File: config.mk
export PLATFORM = sky130hd
export DESIGN_NAME = apb_wait_ready
export DESIGN_NICKNAME = d
export VERILOG_FILES = /design/src/rtl/apb_wait_pkg.sv /design/src/rtl/apb_wait_counter.sv /design/src/rtl/apb_ready_ctrl.sv /design/src/rtl/apb_rdata_reg.sv /design/src/rtl/apb_commit_gen.sv /design/src/rtl/apb_wait_ready.sv
export SDC_FILE = /design/constraint.sdc
export NUM_CORES = 1
export LEC_CHECK = 0
export BUFFER_PORTS_ARGS = -buffer_cell sky130_fd_sc_hd__buf_2
export CORE_MARGIN = 2
export CORE_UTILIZATION = 40
export DETAILED_ROUTE_END_ITERATION = 6
export HOLD_SLACK_MARGIN = 0.12
export PLACE_DENSITY = 0.76
export SKIP_CTS_REPAIR_TIMING = 1
export SYNTH_ARGS = -nofsm -noshare
export SYNTH_HDL_FRONTEND = slang
export SYNTH_SLANG_ARGS = --single-unit
export TNS_END_PERCENT = 1
File: constraint.sdc
create_clock -name clk -period 1.6 [get_ports clk]
set_input_delay 0.08 -clock clk [delete_from_list [all_inputs] [get_ports clk]]
set_output_delay 0.08 -clock clk [all_outputs]
set_load 0.03 [all_outputs]
File: src/rtl/apb_wait_pkg.sv
// Package: shared types for the APB wait-state ready generator.
// Assumes: nothing; pure type definitions.
package apb_wait_pkg;

    // Transfer phase as tracked by the ready controller.
    typedef enum logic [1:0] {
        PH_IDLE = 2'd0,   // no transfer in progress
        PH_WAIT = 2'd1,   // access phase, counting wait states
        PH_DONE = 2'd2    // pready is high, completing cycle
    } xfer_phase_e;

endpackage

File: src/rtl/apb_wait_counter.sv
// Module: down-counter of remaining wait states.
// Does: loads the wait count on request, decrements while running, and flags
//       the cycle in which one wait state remains.
// Assumes: load and run are never both high; LOAD_VAL fits in CNT_W bits.
module apb_wait_counter #(
    parameter int CNT_W    = 2,
    parameter int LOAD_VAL = 3
) (
    input  logic clk,
    input  logic rst_n,
    input  logic load,
    input  logic run,
    output logic last
);

    logic [CNT_W-1:0] remain_q;

    // Count register: load on transfer start, step down while waiting.
    always_ff @(posedge clk) begin
        if (!rst_n) begin
            remain_q <= '0;
        end else if (load) begin
            remain_q <= CNT_W'(LOAD_VAL);
        end else if (run && (remain_q != '0)) begin
            remain_q <= remain_q - CNT_W'(1);
        end
    end

    // Final-wait flag: one wait cycle left, so ready rises at the next edge.
    always_comb begin
        last = (remain_q == CNT_W'(1));
    end

endmodule

File: src/rtl/apb_ready_ctrl.sv
// Module: phase tracker and registered PREADY source.
// Does: detects the setup phase, sequences the wait states, and drives pready
//       from a flop that resets to 0. It also produces the "arm" event that
//       tells the data path to capture read data on the edge that raises pready.
// Assumes: the counter's "last" flag is meaningful only in PH_WAIT.
module apb_ready_ctrl
    import apb_wait_pkg::*;
#(
    parameter int WAIT_CYCLES = 3
) (
    input  logic clk,
    input  logic rst_n,
    input  logic psel,
    input  logic penable,
    input  logic cnt_last,
    output logic cnt_load,
    output logic cnt_run,
    output logic arm,
    output logic pready
);

    localparam bit ZERO_WAIT = (WAIT_CYCLES == 0);

    xfer_phase_e phase_q, phase_d;
    logic        ready_d;

    // Next-state decode: abort, setup-phase start, wait counting, completion.
    always_comb begin
        phase_d  = phase_q;
        ready_d  = 1'b0;
        cnt_load = 1'b0;
        cnt_run  = 1'b0;
        arm      = 1'b0;
        if (!psel) begin
            phase_d = PH_IDLE;
        end else if (!penable) begin
            if (ZERO_WAIT) begin
                phase_d = PH_DONE;
                ready_d = 1'b1;
                arm     = 1'b1;
            end else begin
                phase_d  = PH_WAIT;
                cnt_load = 1'b1;
            end
        end else begin
            unique case (phase_q)
                PH_WAIT: begin
                    cnt_run = 1'b1;
                    if (cnt_last) begin
                        phase_d = PH_DONE;
                        ready_d = 1'b1;
                        arm     = 1'b1;
                    end
                end
                PH_DONE: phase_d = PH_IDLE;
                default: phase_d = PH_IDLE;
            endcase
        end
    end

    // Phase register.
    always_ff @(posedge clk) begin
        if (!rst_n) begin
            phase_q <= PH_IDLE;
        end else begin
            phase_q <= phase_d;
        end
    end

    // PREADY flop: known-low out of reset, no combinational path to the port.
    always_ff @(posedge clk) begin
        if (!rst_n) begin
            pready <= 1'b0;
        end else begin
            pready <= ready_d;
        end
    end

endmodule

File: src/rtl/apb_rdata_reg.sv
// Module: registered read-data stage.
// Does: captures the addressed register's value on the edge that raises
//       pready for a read, and returns zero in every other cycle.
// Assumes: rd_data_in is valid in the last wait cycle (or in the setup cycle
//          when there are no wait states) and pwrite is stable per transfer.
module apb_rdata_reg #(
    parameter int DATA_W = 32
) (
    input  logic              clk,
    input  logic              rst_n,
    input  logic              arm,
    input  logic              pwrite,
    input  logic [DATA_W-1:0] rd_data_in,
    output logic [DATA_W-1:0] prdata
);

    // Read-data capture, phase-aligned with the pready flop.
    always_ff @(posedge clk) begin
        if (!rst_n) begin
            prdata <= '0;
        end else if (arm && !pwrite) begin
            prdata <= rd_data_in;
        end else begin
            prdata <= '0;
        end
    end

endmodule

File: src/rtl/apb_commit_gen.sv
// Module: commit strobe generator.
// Does: qualifies the write and read strobes on the full completion condition.
// Assumes: pready is the registered output of apb_ready_ctrl.
module apb_commit_gen (
    input  logic psel,
    input  logic penable,
    input  logic pwrite,
    input  logic pready,
    output logic wr_commit,
    output logic rd_commit
);

    logic complete;

    // Completion qualifier and direction split.
    always_comb begin
        complete  = psel && penable && pready;
        wr_commit = complete && pwrite;
        rd_commit = complete && !pwrite;
    end

endmodule

File: src/rtl/apb_wait_ready.sv
// Module: top level of the APB wait-state ready generator.
// Does: inserts WAIT_CYCLES wait states into every APB access, drives a
//       registered PREADY and PRDATA, and issues single-cycle commit strobes.
// Assumes: a standard APB manager (a setup phase precedes each access phase,
//          pwrite is stable through a transfer); synchronous active-low reset.
module apb_wait_ready #(
    parameter int WAIT_CYCLES = 3,
    parameter int DATA_W      = 32
) (
    input  logic              clk,
    input  logic              rst_n,
    input  logic              psel,
    input  logic              penable,
    input  logic              pwrite,
    input  logic [DATA_W-1:0] rd_data_in,
    output logic              pready,
    output logic [DATA_W-1:0] prdata,
    output logic              wr_commit,
    output logic              rd_commit
);

    localparam int CNT_W = (WAIT_CYCLES > 0) ? $clog2(WAIT_CYCLES + 1) : 1;

    logic cnt_load;
    logic cnt_run;
    logic cnt_last;
    logic arm;

    // The wait counter exists only when there are wait states to count.
    generate
        if (WAIT_CYCLES > 0) begin : g_counter
            apb_wait_counter #(
                .CNT_W    (CNT_W),
                .LOAD_VAL (WAIT_CYCLES)
            ) u_counter (
                .clk   (clk),
                .rst_n (rst_n),
                .load  (cnt_load),
                .run   (cnt_run),
                .last  (cnt_last)
            );
        end else begin : g_no_counter
            assign cnt_last = 1'b0;
        end
    endgenerate

    apb_ready_ctrl #(
        .WAIT_CYCLES (WAIT_CYCLES)
    ) u_ctrl (
        .clk      (clk),
        .rst_n    (rst_n),
        .psel     (psel),
        .penable  (penable),
        .cnt_last (cnt_last),
        .cnt_load (cnt_load),
        .cnt_run  (cnt_run),
        .arm      (arm),
        .pready   (pready)
    );

    apb_rdata_reg #(
        .DATA_W (DATA_W)
    ) u_rdata (
        .clk        (clk),
        .rst_n      (rst_n),
        .arm        (arm),
        .pwrite     (pwrite),
        .rd_data_in (rd_data_in),
        .prdata     (prdata)
    );

    apb_commit_gen u_commit (
        .psel      (psel),
        .penable   (penable),
        .pwrite    (pwrite),
        .pready    (pready),
        .wr_commit (wr_commit),
        .rd_commit (rd_commit)
    );

endmodule

## Word-level counts from Yosys, hierarchy flattened

Index checks and enable logic that the tools add are counted.

- Latch bits: 0
- Word-level logic and storage cells: 35
- RAM bits: 0
- Input port bits: 37
- Flip-flop bits (word level): 37
- Memories: 0
- Memory bits (read-only): 0
- Output and inout port bits: 35

- Multipliers: 0
- Shift operators: 0
- Divide/modulo/power cells: 0
- Reductions and logical operators: 12
- Bitwise operators: 0
- Eq/ne operators: 3
- Add/sub/neg operators: 1
- $lt $le $gt $ge: 0
- Muxes and demuxes: 14

Operators with widths:

| operator | count |
|---|---|
| $mux W1 | 12 |
| $logic_and A1 B1 Y1 | 6 |
| $eq A2 B1 Y1 const B | 2 |
| $mux W2 | 2 |
| $reduce_and A2 Y1 | 2 |
| $reduce_and A4 Y1 | 1 |
| $reduce_bool A2 Y1 | 2 |
| $ne A3 B3 Y1 const B | 1 |
| $sub A2 B1 Y2 const B | 1 |
| $logic_not A1 Y1 | 1 |

## Depth between registers and ports, before layout

Gate-level depths: netlist of the first run.

- Depth in word-level cells: 7
- Gate-level depth with buffers: 6
- Gate-level depth less buffers: 5

## Modules after synthesis

From an unflattened synthesis of the first run, not the netlist that was laid out.

- Cells, all modules: 100
- Area, all modules: 1282.5 um2

Modules (own cells, without submodules):

| module | seq. area each (um2) | instances | area each (um2) | cells an instance |
|---|---|---|---|---|
| apb_rdata_reg | 640.6 | 1 | 1006.0 | 73 |
| apb_wait_counter | 40.0 | 1 | 135.1 | 12 |
| apb_ready_ctrl | 60.1 | 1 | 121.4 | 13 |
| apb_commit_gen | 0.0 | 1 | 20.0 | 2 |

## Worst setup path before layout of the first run

No wires, ideal clock.

- Path kind: register -> register
- Start point: register g_counter.u_counter.remain_q[0]
- End point: register g_counter.u_counter.remain_q[0]
- Stages on the path, launching flop included: 6
- Clock period less this slack: 1.341 ns
- Data arrival time: 1.282 ns
- Buffers on the path: 0
- Setup slack: 0.259 ns
- Setup time: 0.058 ns
- Path through: dfxtp_1 inv_1 ha_1 or3b_1 a21boi_1 o221a_2

- Cells in the longest elaborated chain, start to end: 3
- Elaborated cells on any way between the ends: 6

Ends and longest elaborated chain:

| element | RTL line | text |
|---|---|---|
| from (decl) | apb_wait_counter.sv:16 | `logic [CNT_W-1:0] remain_q;` |
| from (signal assigned) | apb_wait_counter.sv:23 | `remain_q <= CNT_W'(LOAD_VAL);` |
| from (signal assigned) | apb_wait_counter.sv:25 | `remain_q <= remain_q - CNT_W'(1);` |
| $sub A2 B1 Y2 or $reduce_bool A2 Y1 (tied branches) | apb_wait_counter.sv:25, apb_wait_counter.sv:24 |  |
| $mux W2 or $logic_and A1 B1 Y1 (tied branches) | apb_wait_counter.sv:24 | `end else if (run && (remain_q != '0)) begin` |
| $mux W2 or $reduce_bool A2 Y1 (tied branches) | -- |  |

Several ways; a longest one is shown, not always the timed one. The select of a mux whose other input is x is not followed.
A chain may end at the register's enable or synchronous reset.

## Worst setup path in the final report of the first run

- Start point: register g_counter.u_counter.remain_q[0]
- End point: register g_counter.u_counter.remain_q[1]

Same word-level chain as after synthesis.

==> results.md, run 1 <==
* Total GRT Usage at 0.148
* Commonest non-fill, non-tap cells in the layout: 71 x buf_2, 37 x dfxtp_1, 35 x dlygate4sd3_1
* Combinational group share of total power at 0.084
* Die Span Y at 57.0 um
* Net Sw Power at 0.338 mW
* First-pass GRT wire length at 3640 um
* GPL Wtd Cong at 0.727
* Layout cells sized above 1 at 0.415
* CTS Buf Count at 5
* Crit path DAT at 1.79 ns
* Largest net degree at the start of global routing at 21
* Final hold violations at 0
* Synth Area in XOR/XNOR at 0
* Post-route ant nets at 0
* Status: complete, no violations
* R2R depth at 5
* Clock root buffer: clkbuf_4
* WL/cell at 12.3 um
* Clock Sinks at 37
* Clock slew seen by the registers of the worst setup and hold paths at 0.10 ns
* Number of global-route vias before repair at 870
* Clock Latency Late Sink at 0.33 ns
* Largest family of logic cells by synthesized area: simple AND/OR/NAND/NOR gates
* Final Max Tran Viols at 0
* Clock share of power at 0.381
* H-tree Lvls at 2
* Antenna violations before repair at 0
* Sequential element share of the synthesized area at 0.659
* Netlist cell types at 16
* Compound-cell area share of the yosys netlist at 0.0311
* Core area at 0.00271 mm2
* Crit share post-route at 0.938
* Final nets at 245
* Clock Skew at 0.00278 ns
* Port bufs at 71
* Final wirelength at 2920 um
* Lkg Pwr at 1.02 nW
* Hold path depth at 4
* Post-synthesis cell area at 0.00112 mm2
* Syn. warnings at 0
* Initial DRC Count at 10
* P&R area growth vs syn at 74.1%
* Final Setup Violations at 0
* Number of remaining DRC errors at 0
* Die area at 0.00325 mm2
* Initial Util at 0.415
* Power, Total at 1.74 mW
* # rows at 19
* Ports at 72
* Worst Setup End Kind: flop
* Vias at 1024
* Simple-gate portion of the synthesized area at 0.265
* Slew @ Worst Pin at 0.164 ns
* Antenna Cells at 0
* Area share of fa/ha/maj cells after synthesis at 0.0222
* First drt pass iteration count at 4
* CP startpoint kind: flop
* Max-cap violations at 0
* Chip width at 57.0 um
* Required @ worst endpoint at 1.88 ns
* Part of the power in registers at 0.535
* Multiplexer share of the synthesized area at 0
* Power per Cell Area at 888 mW/mm2
* Post-DP HPWL at 1730 um
* Multi-input gate area at 362 um2
* Cell-internal power at 1.40 mW
* Switching part of the total at 0.194
* Worst Hold Class: in2reg
* Min Hold Slack at 0.271 ns
* RSZ-0062 raised after global routing: false
* FILL cells at 209
* Final min period at 1.50 ns
* Global route overflow at 0
* Total negative slack at 0 ns
* Peak fanout along the critical path at 4
* Rel. slew slack at 0.891
* Seq. cell area at 741 um2
* Max clock buf depth at 2
* Seq cells post-synth at 37
* Worst Slack Setup Final at 0.0984 ns
* CP Class: reg2reg
* Place WS at 0.0853 ns
* Commonest non-fill, non-tap cell in the layout: buf_2
* Peak supply drop at 0.928 mV
* Net Count, Synth at 133
* Cells after synthesis at 94
* CTS tree: built
* Vias per cell at 4.30
* Syn Area/Cell at 12.0 um2
* Fmax at 0.666 GHz
-- through the flow --
step / cell area (um2) / std cells / utilization
final: 1960 / 238 / 0.723
after global routing: 1960 / 238 / 0.723
after CTS: 1600 / 203 / 0.592
after detailed placement: 1520 / 195 / 0.560
after global placement: 1520 / 195 / 0.560
after floorplan: 1120 / 94 / -
-- per-layer routing --
metal / up-vias / wire length, um / track usage
met5: - / 0 / 0
met4: 0 / 34 / 0.0897
met3: 5 / 204 / 0.0590
met2: 44 / 1690 / 0.253
met1: 455 / 990 / 0.152
li1: 520 / - / -
-- worst paths after layout --
path / from / to / slack [ns]
worst max-delay path: g_counter.u_counter.remain_q[0] / g_counter.u_counter.remain_q[1] / 0.1
worst min-delay path: pwrite / u_rdata.prdata[13] / 0.27
worst max register to register: g_counter.u_counter.remain_q[0] / g_counter.u_counter.remain_q[1] / 0.1
worst min register to register: g_counter.u_counter.remain_q[1] / g_counter.u_counter.remain_q[1] / 0.57
-- synthesized netlist by cell type (all sizes together) --
cell	n	share of area
nand2	2	0.0067
nand4b	1	0.021
ha	2	0.022
inv	3	0.010
a21boi	1	0.0067
or3b	2	0.016
clkbuf	3	0.013
nor3	1	0.014
and2	32	0.18
dfxtp	37	0.66
nand2b	2	0.011
a21oi	1	0.0044
o221a	2	0.020
nor2	4	0.013
nand3	1	0.0044
-- area by class of cell --
cell class / instances / share of cell area
clock buffer: 7 / 0.0281
inverter: 3 / 0.00575
multi-input combinational: 51 / 0.185
clock inverter: 1 / 0.0153
tap: 31 / 0.0198
timing repair buffer: 108 / 0.368
sequential: 37 / 0.378
-- registers in the layout, indices dropped and copies added (netlist names) --
name                          count
g_counter.u_counter.remain_q      2
u_rdata.prdata                   32
u_ctrl.phase_q                    2
u_ctrl.pready                     1
-- cell families (layout without fill, tap and decap cells) --
kind of cell / Yosys count / in the layout
buffers and inverters: 6 / 119
DFF: 37 / 37
AOI/OAI and AO/OA: 4 / 4
adders and majority gates: 2 / 2
and+or+nand+nor: 45 / 45
-- worst max-delay path, stage by stage (launching register included) --
cell,delay [ns]
dfxtp_1,0.40
inv_1,0.06
ha_1,0.22
or3b_1,0.37
a21boi_2,0.20
o221a_2,0.21
-- power by group through the flow --
stage	Clock, mW	Combinational [mW]	Sequential (mW)
6_report	0.662	0.146	0.931
5_1_grt	0.721	0.160	0.932
4_1_cts	0.682	0.0762	0.931
3_5_place_dp	0	0.0758	0.952
3_3_place_gp	0	0.0710	0.952
2_1_floorplan	0	0.0232	0.953
Power figures use the tool's default switching activity.
==> run 2: changes to the inputs <==
- CORE_UTILIZATION: 40 -> 42
- PLACE_DENSITY: 0.76 -> 0.87
- SYNTH_HIERARCHICAL: not set -> 1
==> run 2 against run 1 <==
  * Setup slack gained 0.048 ns
  * Register-to-register slack improved by 0.10 ns
  * Final area up 3.9%
  * Critical endpoint is now u_rdata/prdata[15]
  * Die area increased by 8.0%
  * Via count up 14%
  * Synthesized area grew 14%
  * Worst hold slack lost 0.051 ns
  * Non-clock buffer count down 2
  * Largest cell class unchanged
  * Clock skew rose by 0.0045 ns
==> results.md, run 2 <==
* Placed cells at 196
* Worst Setup End Kind: flop
* Total negative slack at 0 ns
* Required @ worst endpoint at 1.87 ns
* Commonest non-fill, non-tap cell in the layout: buf_2
* R2R depth at 3
* Reg2reg start: u_ctrl/phase_q[0]
* Start point of the worst hold path: rst_n
* RSZ-0062 raised after global routing: false
* Final nets at 243
* Chip width at 59.3 um
* Simple-gate portion of the synthesized area at 0.342
* Clock Sinks at 37
* Power per Cell Area at 762 mW/mm2
* Vias at 1171
* Antenna Cells at 0
* Post-synth EDFFs at 0
* Primary FF master, synth: dfxtp_1
* Number of remaining DRC errors at 0
* # rows at 20
* Die area at 0.00351 mm2
* Final Cell Area at 0.00203 mm2
* Reg2reg end: u_rdata/prdata[15]
* Max clock buf depth at 2
* Crit share post-route at 0.908
* Synth area leaders: dfxtp_1 58%, and4b_1 26%, buf_2 3.5%
* Final Setup Violations at 0
* Clock root buffer: clkbuf_4
* Final wirelength at 3330 um
* Peak fanout along the critical path at 32
* Cells after synthesis at 100
* Antenna violations before repair at 0
* Compound-cell area share of the yosys netlist at 0.0195
* WL/cell at 14.0 um
* Reg with most FFs: u_rdata/prdata
* Fmax at 0.688 GHz
* Count leader, synth: dfxtp_1
* CP max stage cell: dlygate4sd3_1
* Global route overflow at 0
* Worst Slack Setup Final at 0.147 ns
* Post-synthesis cell area at 0.00128 mm2
* Hold path depth at 3
* GPL Wtd Cong at 0.660
* Async SR Flop Fraction at 0
* Vias per cell at 4.92
* Hold endpoint: u_ctrl/phase_q[0]
* Max-cap violations at 0
* Final Max Tran Viols at 0
* Layout cells sized above 1 at 0.405
* Clock Skew at 0.00726 ns
* Place WS at -0.0300 ns
* Largest family of logic cells by synthesized area: simple AND/OR/NAND/NOR gates
* Multiplexer share of the synthesized area at 0
* CTS Buf Count at 5
* Die Span Y at 59.3 um
* Clock Latency Late Sink at 0.33 ns
* Commonest non-fill, non-tap cells in the layout: 71 x buf_2, 37 x dfxtp_1, 34 x dlygate4sd3_1
* Yosys top cell area share at 0.578
* Slew @ Worst Pin at 0.482 ns
* Worst path max stage delay at 0.52 ns
* DP Area at 0.00164 mm2
* Reg2reg setup slack at 0.20 ns
* Number of global-route vias before repair at 924
* Post-route ant nets at 0
* Area share of fa/ha/maj cells after synthesis at 0.0195
* Largest registers: u_rdata/prdata: 32 flops, g_counter.u_counter/remain_q: 2 flops, u_ctrl/phase_q: 2 flops
* Status: complete, no violations
* Total GRT Usage at 0.152
* Max reg flops at 32
* Post-synth top cells: 37 x dfxtp_1, 33 x and4b_1, 9 x buf_2
* Final min period at 1.45 ns
* CTS tree: built
* Sequential element share of the synthesized area at 0.578
* Rel. slew slack at 0.679
* Seq cells post-synth at 37
* Yosys top cell by area: dfxtp_1
* CP delay by family, top: simple AND/OR/NAND/NOR gates
* Final hold violations at 0
* Port bufs at 71
* Power, Total at 1.55 mW
* First-pass GRT wire length at 3910 um
* Worst path bufs/invs at 2
* First drt pass iteration count at 4
* Syn. warnings at 6
* Synth Area in XOR/XNOR at 0
* Initial Util at 0.431
* Netlist cell types at 20
* Non-filler cells, final at 238
* Worst Hold Class: in2reg
* Clock slew seen by the registers of the worst setup and hold paths at 0.10 ns
* Initial DRC Count at 33
* CP Class: in2reg
* FILL cells at 209
* Net Count, Synth at 139
* Largest net degree at the start of global routing at 37
* Min Hold Slack at 0.220 ns
* P&R area growth vs syn at 58.6%
* Utilization after layout at 0.683
* Crit path DAT at 1.73 ns
* H-tree Lvls at 2
* Post-DP HPWL at 2010 um
* CP startpoint kind: input port
* Peak supply drop at 0.322 mV
* Core area at 0.00298 mm2
* Syn Area/Cell at 12.8 um2
* Ports at 72
* Worst-path cell chain: dlygate4sd3_1, buf_2, and4b_2, and2_2, and4b_1
* Lkg Pwr at 1.09 nW
[run 2: changes by cell type after synthesis, moves of 2 or more]
cell	previous run	this run
nand2b_1	2	0
and4b_1	0	33
o221a_2	2	0
buf_2	0	9
nand4bb_1	0	2
nor2_1	4	2
and2_1	32	1
clkbuf_2	3	0
[run 2: logic make-up (layout without fill, tap and decap cells)]
| family | Yosys count | count (layout) |
|---|---|---|
| simple gates | 47 | 47 |
| buf+inv | 11 | 116 |
| compound gates | 3 | 3 |
| fa+ha+maj | 2 | 2 |
| flops | 37 | 37 |
[run 2: where the power goes]
part	total, mW	leakage, nW	internal [mW]	switching (mW)
logic	0.172	0.756	0.110	0.0618
registers	0.930	0.299	0.926	0.00358
clock network	0.448	0.0320	0.167	0.281
[run 2: cell type report]
class	count	area (um2)	share of cell area
timing repair buffer	106	703	0.346
multi-input combinational	52	490	0.241
sequential	37	741	0.364
clock inverter	2	10.0	0.00492
inverter	2	7.51	0.00369
tap	33	41.3	0.0203
clock buffer	6	41.3	0.0203
[run 2: routing by layer]
metal  global-route usage  routed length (um)  part of all wire  vias up
li1                     -                   -                 -      586
met1                0.138                1240              0.37      538
met2                0.283                1860              0.56       39
met3               0.0502                 152             0.046        8
met4               0.0942                  74             0.022        0
met5                    0                   0                 0        -
[run 2: how the worst max path moves through the flow]
stage,from,to,slack [ns],cells past startpoint
2_1_floorplan,u_ctrl/phase_q[1],u_rdata/prdata[0],0.46,4
3_3_place_gp,u_ctrl/phase_q[1],u_rdata/prdata[24],0.06,3
6_report,penable,u_rdata/prdata[15],0.15,5
4_1_cts,u_ctrl/phase_q[1],u_rdata/prdata[29],-0.05,3
3_5_place_dp,u_ctrl/phase_q[1],u_rdata/prdata[26],-0.03,3
5_1_grt,penable,u_rdata/prdata[3],0.08,5
[run 2: worst register-to-register path: cells and delay by family (launching register included)]
| kind | cells | cell delay [ns] |
|---|---|---|
| and+or+nand+nor | 3 | 0.99 |
| DFF | 1 | 0.36 |
